## config.mk

```make
export PLATFORM = sky130hd
export DESIGN_NAME = spi_shift_engine
export DESIGN_NICKNAME = d
export VERILOG_FILES = /design/src/rtl/spi_shift_engine.sv
export SDC_FILE = /design/constraint.sdc
export NUM_CORES = 1
export LEC_CHECK = 0
export BUFFER_PORTS_ARGS = -buffer_cell sky130_fd_sc_hd__buf_4
export CAP_MARGIN = 20
export CORE_MARGIN = 1.5
export CORE_UTILIZATION = 50
export DETAILED_ROUTE_END_ITERATION = 12
export MAX_ROUTING_LAYER = met4
export PLACE_DENSITY = 0.67
export SLEW_MARGIN = 0
export SYNTH_ARGS = -nofsm -noshare
export SYNTH_HDL_FRONTEND = slang
export SYNTH_SLANG_ARGS = --single-unit
export TNS_END_PERCENT = 20
```

## constraint.sdc

```tcl
create_clock -name clk -period 9.2 [get_ports clk]
set_input_delay 2.3 -clock clk [delete_from_list [all_inputs] [get_ports clk]]
set_output_delay 2.3 -clock clk [all_outputs]
set_load 0.005 [all_outputs]
```

## src/rtl/spi_shift_engine.sv

```systemverilog
module spi_shift_engine #(
  parameter int MAXW = 32,
  parameter int RW   = 8
) (
  input  logic            clk,
  input  logic            rst_n,
  input  logic            enable,
  input  logic [RW-1:0]   clk_ratio,
  input  logic            idle_level,
  input  logic            capture_fall,
  input  logic            clk_delay,
  input  logic            start_fall,
  input  logic            frame_pol,
  input  logic            lsb_first,
  input  logic [5:0]      word_len,
  input  logic            tx_valid,
  output logic            tx_ready,
  input  logic [MAXW-1:0] tx_data,
  output logic            rx_valid,
  input  logic            rx_ready,
  output logic [MAXW-1:0] rx_data,
  input  logic            miso,
  output logic            sclk,
  output logic            mosi,
  output logic            frame,
  output logic            busy
);
  localparam int CW = RW + 1;
  localparam int EW = $clog2(2 * MAXW + 1);
  localparam int IW = $clog2(MAXW);

  logic [CW-1:0]   cnt, half, lead;
  logic [EW-1:0]   edges, caps, eff_len, last_edge;
  logic [IW-1:0]   top_idx;
  logic [MAXW-1:0] sh_tx, sh_rx, rx_next;
  logic            busy_r, sclk_r, new_sclk, cap_edge, accept;

  assign half      = (clk_ratio < RW'(2)) ? CW'(1) : CW'(clk_ratio >> 1);
  assign lead      = !clk_delay ? '0 : (start_fall ? half : (half << 1));
  assign eff_len   = (word_len == 6'd0 || 32'(word_len) > MAXW) ? EW'(MAXW) : EW'(word_len);
  assign last_edge = eff_len << 1;
  assign top_idx   = IW'(eff_len - EW'(1));
  assign new_sclk  = ~sclk_r;
  assign cap_edge  = new_sclk ^ capture_fall;
  assign rx_next   = lsb_first ? ((sh_rx >> 1) | (MAXW'(miso) << top_idx))
                               : {sh_rx[MAXW-2:0], miso};

  assign tx_ready = enable & ~busy_r & ~rx_valid;
  assign accept   = tx_valid & tx_ready;
  assign busy     = busy_r;
  assign sclk     = busy_r ? sclk_r : idle_level;
  assign frame    = busy_r ? frame_pol : ~frame_pol;
  assign mosi     = busy_r & (lsb_first ? sh_tx[0] : sh_tx[top_idx]);

  always_ff @(posedge clk or negedge rst_n) begin
    if (!rst_n) begin
      busy_r   <= 1'b0;
      sclk_r   <= 1'b0;
      cnt      <= '0;
      edges    <= '0;
      caps     <= '0;
      sh_tx    <= '0;
      sh_rx    <= '0;
      rx_valid <= 1'b0;
      rx_data  <= '0;
    end else begin
      if (rx_valid && rx_ready) rx_valid <= 1'b0;
      if (!enable) begin
        busy_r <= 1'b0;
      end else if (accept) begin
        busy_r <= 1'b1;
        sclk_r <= idle_level;
        cnt    <= lead + half - CW'(1);
        edges  <= '0;
        caps   <= '0;
        sh_tx  <= tx_data;
        sh_rx  <= '0;
      end else if (busy_r) begin
        if (cnt != '0) begin
          cnt <= cnt - CW'(1);
        end else if (edges == last_edge) begin
          busy_r <= 1'b0;
        end else begin
          sclk_r <= new_sclk;
          edges  <= edges + EW'(1);
          cnt    <= half - CW'(1);
          if (cap_edge) begin
            sh_rx <= rx_next;
            caps  <= caps + EW'(1);
            if (caps + EW'(1) == eff_len) begin
              rx_valid <= 1'b1;
              rx_data  <= rx_next;
            end
          end else if (caps != '0) begin
            sh_tx <= lsb_first ? (sh_tx >> 1) : (sh_tx << 1);
          end
        end
      end
    end
  end
endmodule

```

==> results.py, run 1 <==
metrics = {
    "status": {
        "status": "finished clean",
    },
    "cts": {
        "cts_tree": "built",
        "clk_root_buffer_cell": "clkbuf_16",
        "clk_pin_slew_ns": 0.05,
        "cts_made_buffers": 17,
        "postCtsResizedCells": 0,
        "clock_latency_ns": 0.41,
        "cts_setup_buffers": 0,
        "cts_max_level": 4,
        "ctsLongestPathBuffers": 2,
        "clock-sinks": 122,
        "holdBufCountCts": 0,
    },
    "synthesis": {
        "synth_top_family_by_area": "compound AO/OA/AOI/OAI gates",
        "synthXorXnorAreaFrac_pct": 3.54,
        "syn_inst": 818,
        "netlist.top_cell.by_area": "dfrtp_1",
        "syn_area_sq_mm": 0.00766,
        "synthMuxAreaShare_pct": 14.9,
        "async_flop_share_pct": 100,
        "synth_nets": 897,
        "synth_compound_area_share_pct": 18.1,
        "yosys_register_bits": 122,
        "yosysUniqueCellTypes": 61,
        "synth_adder_area_share_pct": 3.53,
        "synth-edff-count": 0,
        "synth_ff_type": "dfrtp_1",
        "synth_top_area_share_pct": 39.8,
        "synth_most_common_cell": "dfrtp_1",
        "ys_top_cells_by_area": "dfrtp_1, o21ai_0, mux2_2",
        "ys.warnings.count": 0,
        "syn_avg_cell_area_sq_um": 9.37,
        "synthSimpleGateAreaFrac_pct": 14.8,
        "synth_common_cells": "dfrtp_1, o21ai_0, nor2_1",
        "ys_seq_area_share_pct": 39.8,
    },
    "sta": {
        "slew_headroom_pct": 35.2,
        "rsz0062_at_grt": "no",
        "tightest_slew_ns": 0.969,
        "tns_ns": 0,
        "finalSetupViolations": 0,
        "clock_skew_ns": 0.0107,
        "hold_viol": 0,
        "fmax_mhz": 137,
        "timing.final.crit_share_pct": 79.2,
        "period_minus_slack_ns": 7.29,
        "final_max_slew_viol_count": 0,
    },
    "routing": {
        "vias_per_cell": 5.84,
        "drtIter0Drc": 529,
        "wl_met1_mm": 8.24,
        "first_pass_iters": 6,
        "vias": 6334,
        "wl_met3_um": 741,
        "maxUsedRoutingLayer": "met4",
        "wl_per_cell_um": 16.7,
        "postRouteAntennaNets": 0,
        "drc_errors": 0,
        "routed_wl_mm": 18.1,
        "dr_wl_met2_mm": 8.81,
    },
    "die": {
        "initial_utilization_pct": 50.8,
        "dieWidth_um": 127,
        "core_sq_mm": 0.0151,
        "ios": 96,
        "die_h_um": 127,
        "die_area_sq_mm": 0.0161,
        "rows": 45,
    },
    "critical_path": {
        "cp-start-kind": "input port",
        "cp.required_ns": 6.90,
        "worstPathArrival_ns": 4.99,
        "end_kind": "primary output",
        "crit_type": "input port to primary output",
        "path_max_fanout": 13,
        "r2r_slack_ns": 5.84,
    },
    "pwr": {
        "irDropWorstVdd_v": 0.000129,
        "power_density_mw_per_mm2": 186,
        "leakage_nw": 4.13,
    },
    "finish": {
        "nets": 962,
        "stdcell_count": 1084,
        "drive_above_1_share_pct": 21.7,
        "n_antenna_cell": 0,
        "area_delta_synth_final_pct": 17.8,
        "fill_cells": 1260,
    },
    "global_routing": {
        "antenna_found_initial": 0,
        "grt_pass1_wl_mm": 29.7,
        "grt_use_total_pct": 23.7,
        "grt_pass1_vias": 6131,
        "grt_max_degree": 80,
        "grt.overflow.total": 0,
    },
    "run": {
        "cap_violations": 0,
    },
    "placed_design": {
        "place_hpwl_mm": 12.3,
        "io_buffers": 94,
        "placed_cells": 1049,
        "gp_congestion": 0.884,
    },
    "hold_path": {
        "hold_path_class": "register to register",
    },
}
-- power by group --
group	internal [mW]	total (mW)	leakage, nW	switching [mW]
clock network	0.419	0.655	0.278	0.236
logic	0.174	0.358	2.23	0.183
registers	0.598	0.669	1.62	0.0706
total	1.19	1.68	4.13	0.490
-- logic make-up after synthesis --
family / Yosys count
compound gates: 228
flops: 122
simple gates: 234
buf+inv: 88
xor+xnor: 31
fa+ha+maj: 21
mux: 94
-- state kept, by name, indices dropped and copies added (netlist names) --
name,count
sh_tx,32
rx_valid,1
cnt,9
edges,7
busy,1
sclk_r,1
sh_rx,32
caps,7
rx_data,32
-- path summary, 6_finish.rpt --
path	start	end	depth (start not counted)
max	word_len[0]	mosi	10
min	rx_data[29]	rx_data[29]	1
max reg2reg	cnt[0]	sh_tx[19]	10
min reg2reg	rx_data[29]	rx_data[29]	1
max in group asynchronous	rst_n	sh_tx[14]	2
min in group asynchronous	rst_n	rx_data[25]	1
-- cell type report --
class / instances / area (sq um) / share of cell area, %
multi-input combinational: 608 / 4220 / 46.7
sequential: 122 / 3050 / 33.8
timing repair buffer: 103 / 813 / 9.01
clock buffer: 22 / 474 / 5.25
tap: 188 / 235 / 2.61
clock inverter: 10 / 118 / 1.30
inverter: 31 / 116 / 1.29
-- routing by layer --
layer	up-vias	track usage, %
li1	3064	-
met1	3061	30.1
met2	185	38.7
met3	24	3.71
met4	0	8.16
met5	-	-
-- stage by stage --
stage / power, mW / cell area (sq um) / setup WS, ns / utilization (%) / hold slack, ns
floorplan: 0.923 / 7660 / 2.10 / - / 0.466
global placement: 1.02 / 8370 / 1.98 / 55.5 / 0.468
detailed placement: 1.03 / 8370 / 1.92 / 55.5 / 0.476
CTS: 1.69 / 8960 / 1.91 / 59.4 / 0.488
global route: 1.77 / 9030 / 1.74 / 59.8 / 0.498
finish: 1.68 / 9030 / 1.91 / 59.8 / 0.484
-- critical path: stages --
cell     delay, ns
buf_4         0.19
nor2b_1       0.15
buf_4         0.24
inv_1         0.16
ha_1          0.64
mux4_2        0.40
mux4_2        0.47
mux2i_1       0.15
a21oi_1       0.11
buf_4         0.15
-- cell usage in the layout, fill, tap and decap left out, types with 3 or more instances in the layout --
master / n
dfrtp_1: 122
buf_4: 100
o21ai_0: 91
nor2_1: 83
nand2_1: 71
a21oi_1: 52
mux2_2: 39
a22o_1: 35
inv_1: 31
mux2_1: 24
mux2i_1: 21
ha_1: 20
clkbuf_16: 17
xnor2_1: 16
xor2_1: 15
o21ai_1: 12
nand3b_1: 11
nand2b_1: 10
or3_1: 10
mux4_2: 10
nand3_1: 9
nor3_1: 8
a211oi_1: 7
nand4_1: 6
nor2b_1: 5
a31oi_1: 5
a21o_1: 4
clkinvlp_4: 4
or4_1: 3
clkbuf_8: 3
No activity file was read; power rests on OpenSTA's default activity.
==> inputs of run 2 (changes only) <==
--- a/config.mk
+++ b/config.mk
@@ -11,7 +11,7 @@
 export CORE_UTILIZATION = 50
 export DETAILED_ROUTE_END_ITERATION = 12
 export MAX_ROUTING_LAYER = met4
-export PLACE_DENSITY = 0.67
+export PLACE_DENSITY = 0.7
 export SLEW_MARGIN = 0
 export SYNTH_ARGS = -nofsm -noshare
 export SYNTH_HDL_FRONTEND = slang
==> constraint.sdc (replaced) <==
create_clock -name clk -period 6.5 [get_ports clk]
set_input_delay 1.625 -clock clk [delete_from_list [all_inputs] [get_ports clk]]
set_output_delay 1.625 -clock clk [all_outputs]
set_load 0.005 [all_outputs]
==> results.py, run 2 (synthesis results as in run 1) <==
metrics = {
    "finish": {
        "top_regs": "rx_data (32), sh_rx (32), sh_tx (32)",
        "drive_above_1_share_pct": 21.7,
        "final_cell_mix": "dfrtp_1, buf_4, o21ai_0",
        "n_antenna_cell": 0,
        "final_common_cell": "dfrtp_1",
        "stdcell_count": 1084,
        "nets": 963,
        "area_delta_synth_final_pct": 16.9,
    },
    "die": {
        "die_h_um": 127,
        "core_sq_mm": 0.0151,
        "dieWidth_um": 127,
        "initial_utilization_pct": 50.8,
        "rows": 45,
        "die_area_sq_mm": 0.0161,
        "ios": 96,
    },
    "routing": {
        "first_pass_iters": 6,
        "drtIter0Drc": 385,
        "routed_wl_mm": 17.8,
        "vias": 6203,
        "drc_errors": 0,
        "wl_per_cell_um": 16.4,
        "vias_per_cell": 5.72,
        "postRouteAntennaNets": 0,
    },
    "cts": {
        "cts_max_level": 4,
        "clock_latency_ns": 0.42,
        "holdBufCountCts": 0,
        "cts_setup_buffers": 0,
        "clk_pin_slew_ns": 0.05,
        "postCtsResizedCells": 0,
        "cts_tree": "built",
        "cts_made_buffers": 17,
        "clock-sinks": 122,
        "ctsLongestPathBuffers": 2,
        "clk_root_buffer_cell": "clkbuf_16",
    },
    "critical_path": {
        "cp.required_ns": 4.88,
        "r2r_slack_ns": 3.19,
        "cp-start-kind": "input port",
        "r2r_start": "cnt[0]",
        "crit_type": "input port to primary output",
        "end_kind": "primary output",
        "worstPathArrival_ns": 4.06,
        "r2r_end": "sh_tx[1]",
        "path_max_fanout": 13,
        "reg2reg_depth": 10,
    },
    "hold_path": {
        "hold_path_class": "register to register",
        "hold_start": "rx_data[0]",
        "hold_depth": 1,
        "hold_path_end": "rx_data[0]",
    },
    "sta": {
        "period_minus_slack_ns": 5.68,
        "layout_setup_ws_ns": 0.817,
        "finalSetupViolations": 0,
        "tightest_slew_ns": 0.935,
        "hold_viol": 0,
        "holdWs_ns": 0.484,
        "timing.final.crit_share_pct": 87.4,
        "fmax_mhz": 176,
        "tns_ns": 0,
        "final_max_slew_viol_count": 0,
        "rsz0062_at_grt": "no",
        "clock_skew_ns": 0.00777,
        "slew_headroom_pct": 37.7,
    },
    "global_routing": {
        "grt_pass1_vias": 5991,
        "grt.overflow.total": 0,
        "grt_use_total_pct": 24.0,
        "grt_max_degree": 80,
        "antenna_found_initial": 0,
        "grt_pass1_wl_mm": 30.1,
    },
    "pwr": {
        "leakage_nw": 4.11,
        "power_density_mw_per_mm2": 261,
        "irDropWorstVdd_v": 0.000178,
        "p_total_mw": 2.34,
    },
    "placed_design": {
        "pre_cts_slack_ns": 0.824,
        "gp_congestion": 0.802,
        "placed_cells": 1052,
        "place_hpwl_mm": 11.9,
        "io_buffers": 94,
    },
    "run": {
        "cap_violations": 0,
    },
    "status": {
        "status": "finished clean",
    },
}
-- run 2: per-stage QoR --
stage	area [sq um]	util, %
3_5_place_dp	8390	55.6
4_1_cts	8940	59.3
3_3_place_gp	8390	55.6
5_1_grt	8960	59.4
6_report	8960	59.4
2_1_floorplan	7660	-
-- run 2: how the worst max path moves through the flow --
stage / startpoint / end / slack [ns] / cells after the start
after global placement: word_len[0] / mosi / 0.85 / 9
after detailed placement: word_len[0] / mosi / 0.82 / 9
final: word_len[0] / mosi / 0.82 / 9
after CTS: word_len[0] / mosi / 0.82 / 9
after global routing: word_len[0] / mosi / 0.64 / 9
after floorplan: word_len[0] / mosi / 0.75 / 10
-- run 2: worst max-delay path: stages --
cell and delay (ns):
buf_4 0.18, nor2b_1 0.18, inv_1 0.13, ha_1 0.64, mux4_2 0.39, mux4_2 0.48
mux2i_1 0.13, a21oi_1 0.12, buf_4 0.16
-- run 2: layout make-up --
class | count | area, sq um
Clock buffer | 21 | 460
Clock inverter | 10 | 95.1
Fill cell | 1323 | 6130
Inverter | 31 | 116
Multi-Input combinational cell | 608 | 4210
Sequential cell | 122 | 3050
Tap cell | 188 | 235
Timing Repair Buffer | 104 | 788
-- run 2: power by group --
group          total [mW]  switching, mW  internal [mW]
registers           0.948          0.101          0.847
clock network       0.886          0.343          0.543
logic               0.503          0.257          0.246
-- run 2: layer usage --
layer	up-vias	global-route usage [%]	part of all wire, %
met5	-	-	0
met4	0	7.35	1.4
met3	22	4.09	4.1
met2	175	36.7	47
met1	2956	32.8	48
li1	3050	-	-
==> inputs of run 3 (changes only) <==
--- a/config.mk
+++ b/config.mk
@@ -7,7 +7,6 @@
 export LEC_CHECK = 0
 export BUFFER_PORTS_ARGS = -buffer_cell sky130_fd_sc_hd__buf_4
 export CAP_MARGIN = 20
-export CORE_MARGIN = 1.5
 export CORE_UTILIZATION = 50
 export DETAILED_ROUTE_END_ITERATION = 12
 export MAX_ROUTING_LAYER = met4
==> results.py, run 3 (synthesis results as in run 1) <==
metrics = {
    "status": {
        "status": "finished clean",
    },
    "cts": {
        "cts_max_level": 4,
        "postCtsResizedCells": 0,
        "clock-sinks": 122,
        "cts_made_buffers": 17,
        "ctsLongestPathBuffers": 2,
        "cts_tree": "built",
        "clk_pin_slew_ns": 0.05,
        "cts_setup_buffers": 0,
        "holdBufCountCts": 0,
        "clk_root_buffer_cell": "clkbuf_16",
        "clock_latency_ns": 0.41,
    },
    "sta": {
        "fmax_mhz": 172,
        "rsz0062_at_grt": "no",
        "tightest_slew_ns": 0.998,
        "clock_skew_ns": 0.00935,
        "timing.final.crit_share_pct": 89.3,
        "tns_ns": 0,
        "finalSetupViolations": 0,
        "final_max_slew_viol_count": 0,
        "hold_viol": 0,
        "slew_headroom_pct": 33.5,
        "holdWs_ns": 0.482,
        "period_minus_slack_ns": 5.81,
    },
    "pwr": {
        "irDropWorstVdd_v": 0.000206,
        "leakage_nw": 4.15,
        "p_sw_share_pct": 28.3,
        "switchingPower_mw": 0.690,
        "pwr-share-comb_pct": 21.0,
        "seqPwrFrac_pct": 38.9,
        "power_density_mw_per_mm2": 270,
        "clockPowerShare_pct": 40.2,
        "p_int_mw": 1.75,
        "p_total_mw": 2.44,
    },
    "die": {
        "core_sq_mm": 0.0148,
        "ios": 96,
        "dieWidth_um": 126,
        "rows": 44,
        "die_h_um": 126,
        "initial_utilization_pct": 52.0,
        "die_area_sq_mm": 0.0158,
    },
    "finish": {
        "nets": 962,
        "drive_above_1_share_pct": 21.5,
        "n_antenna_cell": 0,
        "final_common_cell": "dfrtp_1",
        "stdcell_count": 1077,
        "top_regs": "rx_data (32), sh_rx (32), sh_tx (32)",
        "area_delta_synth_final_pct": 17.6,
        "final_cell_mix": "dfrtp_1, buf_4, o21ai_0",
    },
    "critical_path": {
        "slowest_stage": "ha_1",
        "cp_num_buf_inv": 3,
        "setup.worst_path.start": "word_len[0]",
        "r2r_start": "cnt[0]",
        "end_kind": "primary output",
        "worstPathArrival_ns": 4.18,
        "cp.required_ns": 4.88,
        "cp_cell_sequence": "buf_4 -> nor2b_1 -> inv_1 -> ha_1 -> mux4_2 -> mux4_2 -> mux2i_1 -> a21oi_1 -> buf_4",
        "path_max_fanout": 13,
        "crit_type": "input port to primary output",
        "crit_family": "multiplexers",
        "worst_path_largest_cell_delay_ns": 0.69,
        "cp-start-kind": "input port",
    },
    "global_routing": {
        "antenna_found_initial": 0,
        "grt_pass1_vias": 6226,
        "grt.overflow.total": 0,
        "grt_use_total_pct": 24.8,
        "grt_pass1_wl_mm": 30.6,
        "grt_max_degree": 80,
    },
    "hold_path": {
        "hold_start": "rx_data[25]",
        "hold_path_class": "register to register",
    },
    "routing": {
        "drtIter0Drc": 390,
        "vias_per_cell": 5.85,
        "vias": 6298,
        "postRouteAntennaNets": 0,
        "wl_per_cell_um": 17.1,
        "first_pass_iters": 5,
        "drc_errors": 0,
        "routed_wl_mm": 18.4,
    },
    "placed_design": {
        "io_buffers": 94,
        "place_hpwl_mm": 12.6,
        "gp_congestion": 0.892,
        "placed_cells": 1046,
    },
    "run": {
        "cap_violations": 0,
    },
}
## run 3: cell count changes in the layout (fill, tap and decap cells not counted), sizes merged
cell      before  now
clkinv         3    4
bufinv         1    4
inv           32   31
clkbuf        21   20
buf          104  103
clkinvlp       5    1
## run 3: final cells by class
class	instances	area [sq um]
clock buffer	20	457
clock inverter	9	148
fill	1255	5740
inverter	31	116
multi-input combinational	608	4220
sequential	122	3050
tap	184	230
timing repair buffer	103	793
## run 3: through the flow
step           util (%)  cell area (sq um)  setup slack (ns)
2_1_floorplan         -               7660             0.754
3_3_place_gp       56.8               8370             0.797
3_5_place_dp       56.8               8370             0.706
4_1_cts            60.9               8980             0.705
5_1_grt            61.1               9010             0.624
6_report           61.1               9010             0.694
## run 3: worst paths after layout
path,depth (start not counted),endpoint,slack [ns]
max,9,mosi,0.69
min,1,rx_data[25],0.48
max reg2reg,10,sh_tx[0],3.24
min reg2reg,1,rx_data[25],0.48
max in group asynchronous,2,rx_data[20],3.99
min in group asynchronous,1,rx_valid,1.37
## run 3: worst reg2reg max path, cell delays in order, from the launching register on
cell and delay [ns]:
dfrtp_1 0.40, inv_1 0.09, ha_1 0.19, nor3b_2 0.31, and4b_1 0.62, o21ba_2 0.34
o21a_1 0.37, and3_1 0.21, buf_4 0.32, a31oi_1 0.14, a21oi_1 0.19
## run 3: power groups by stage
stage	registers [mW]	logic [mW]	clock network (mW)
after CTS	0.944	0.508	0.991
final	0.946	0.510	0.978
after floorplan	0.924	0.382	0
after global placement	0.949	0.488	0
after global routing	0.959	0.569	1.03
after detailed placement	0.957	0.503	0
## run 3: layer usage
metal,part of all wire (%),global-route usage [%],up-vias,routed length [um]
li1,-,-,3047,-
met1,45,31.7,3016,8200
met2,49,40.4,216,8980
met3,5.5,4.72,19,1020
met4,1.0,7.09,0,193
met5,0,-,-,0
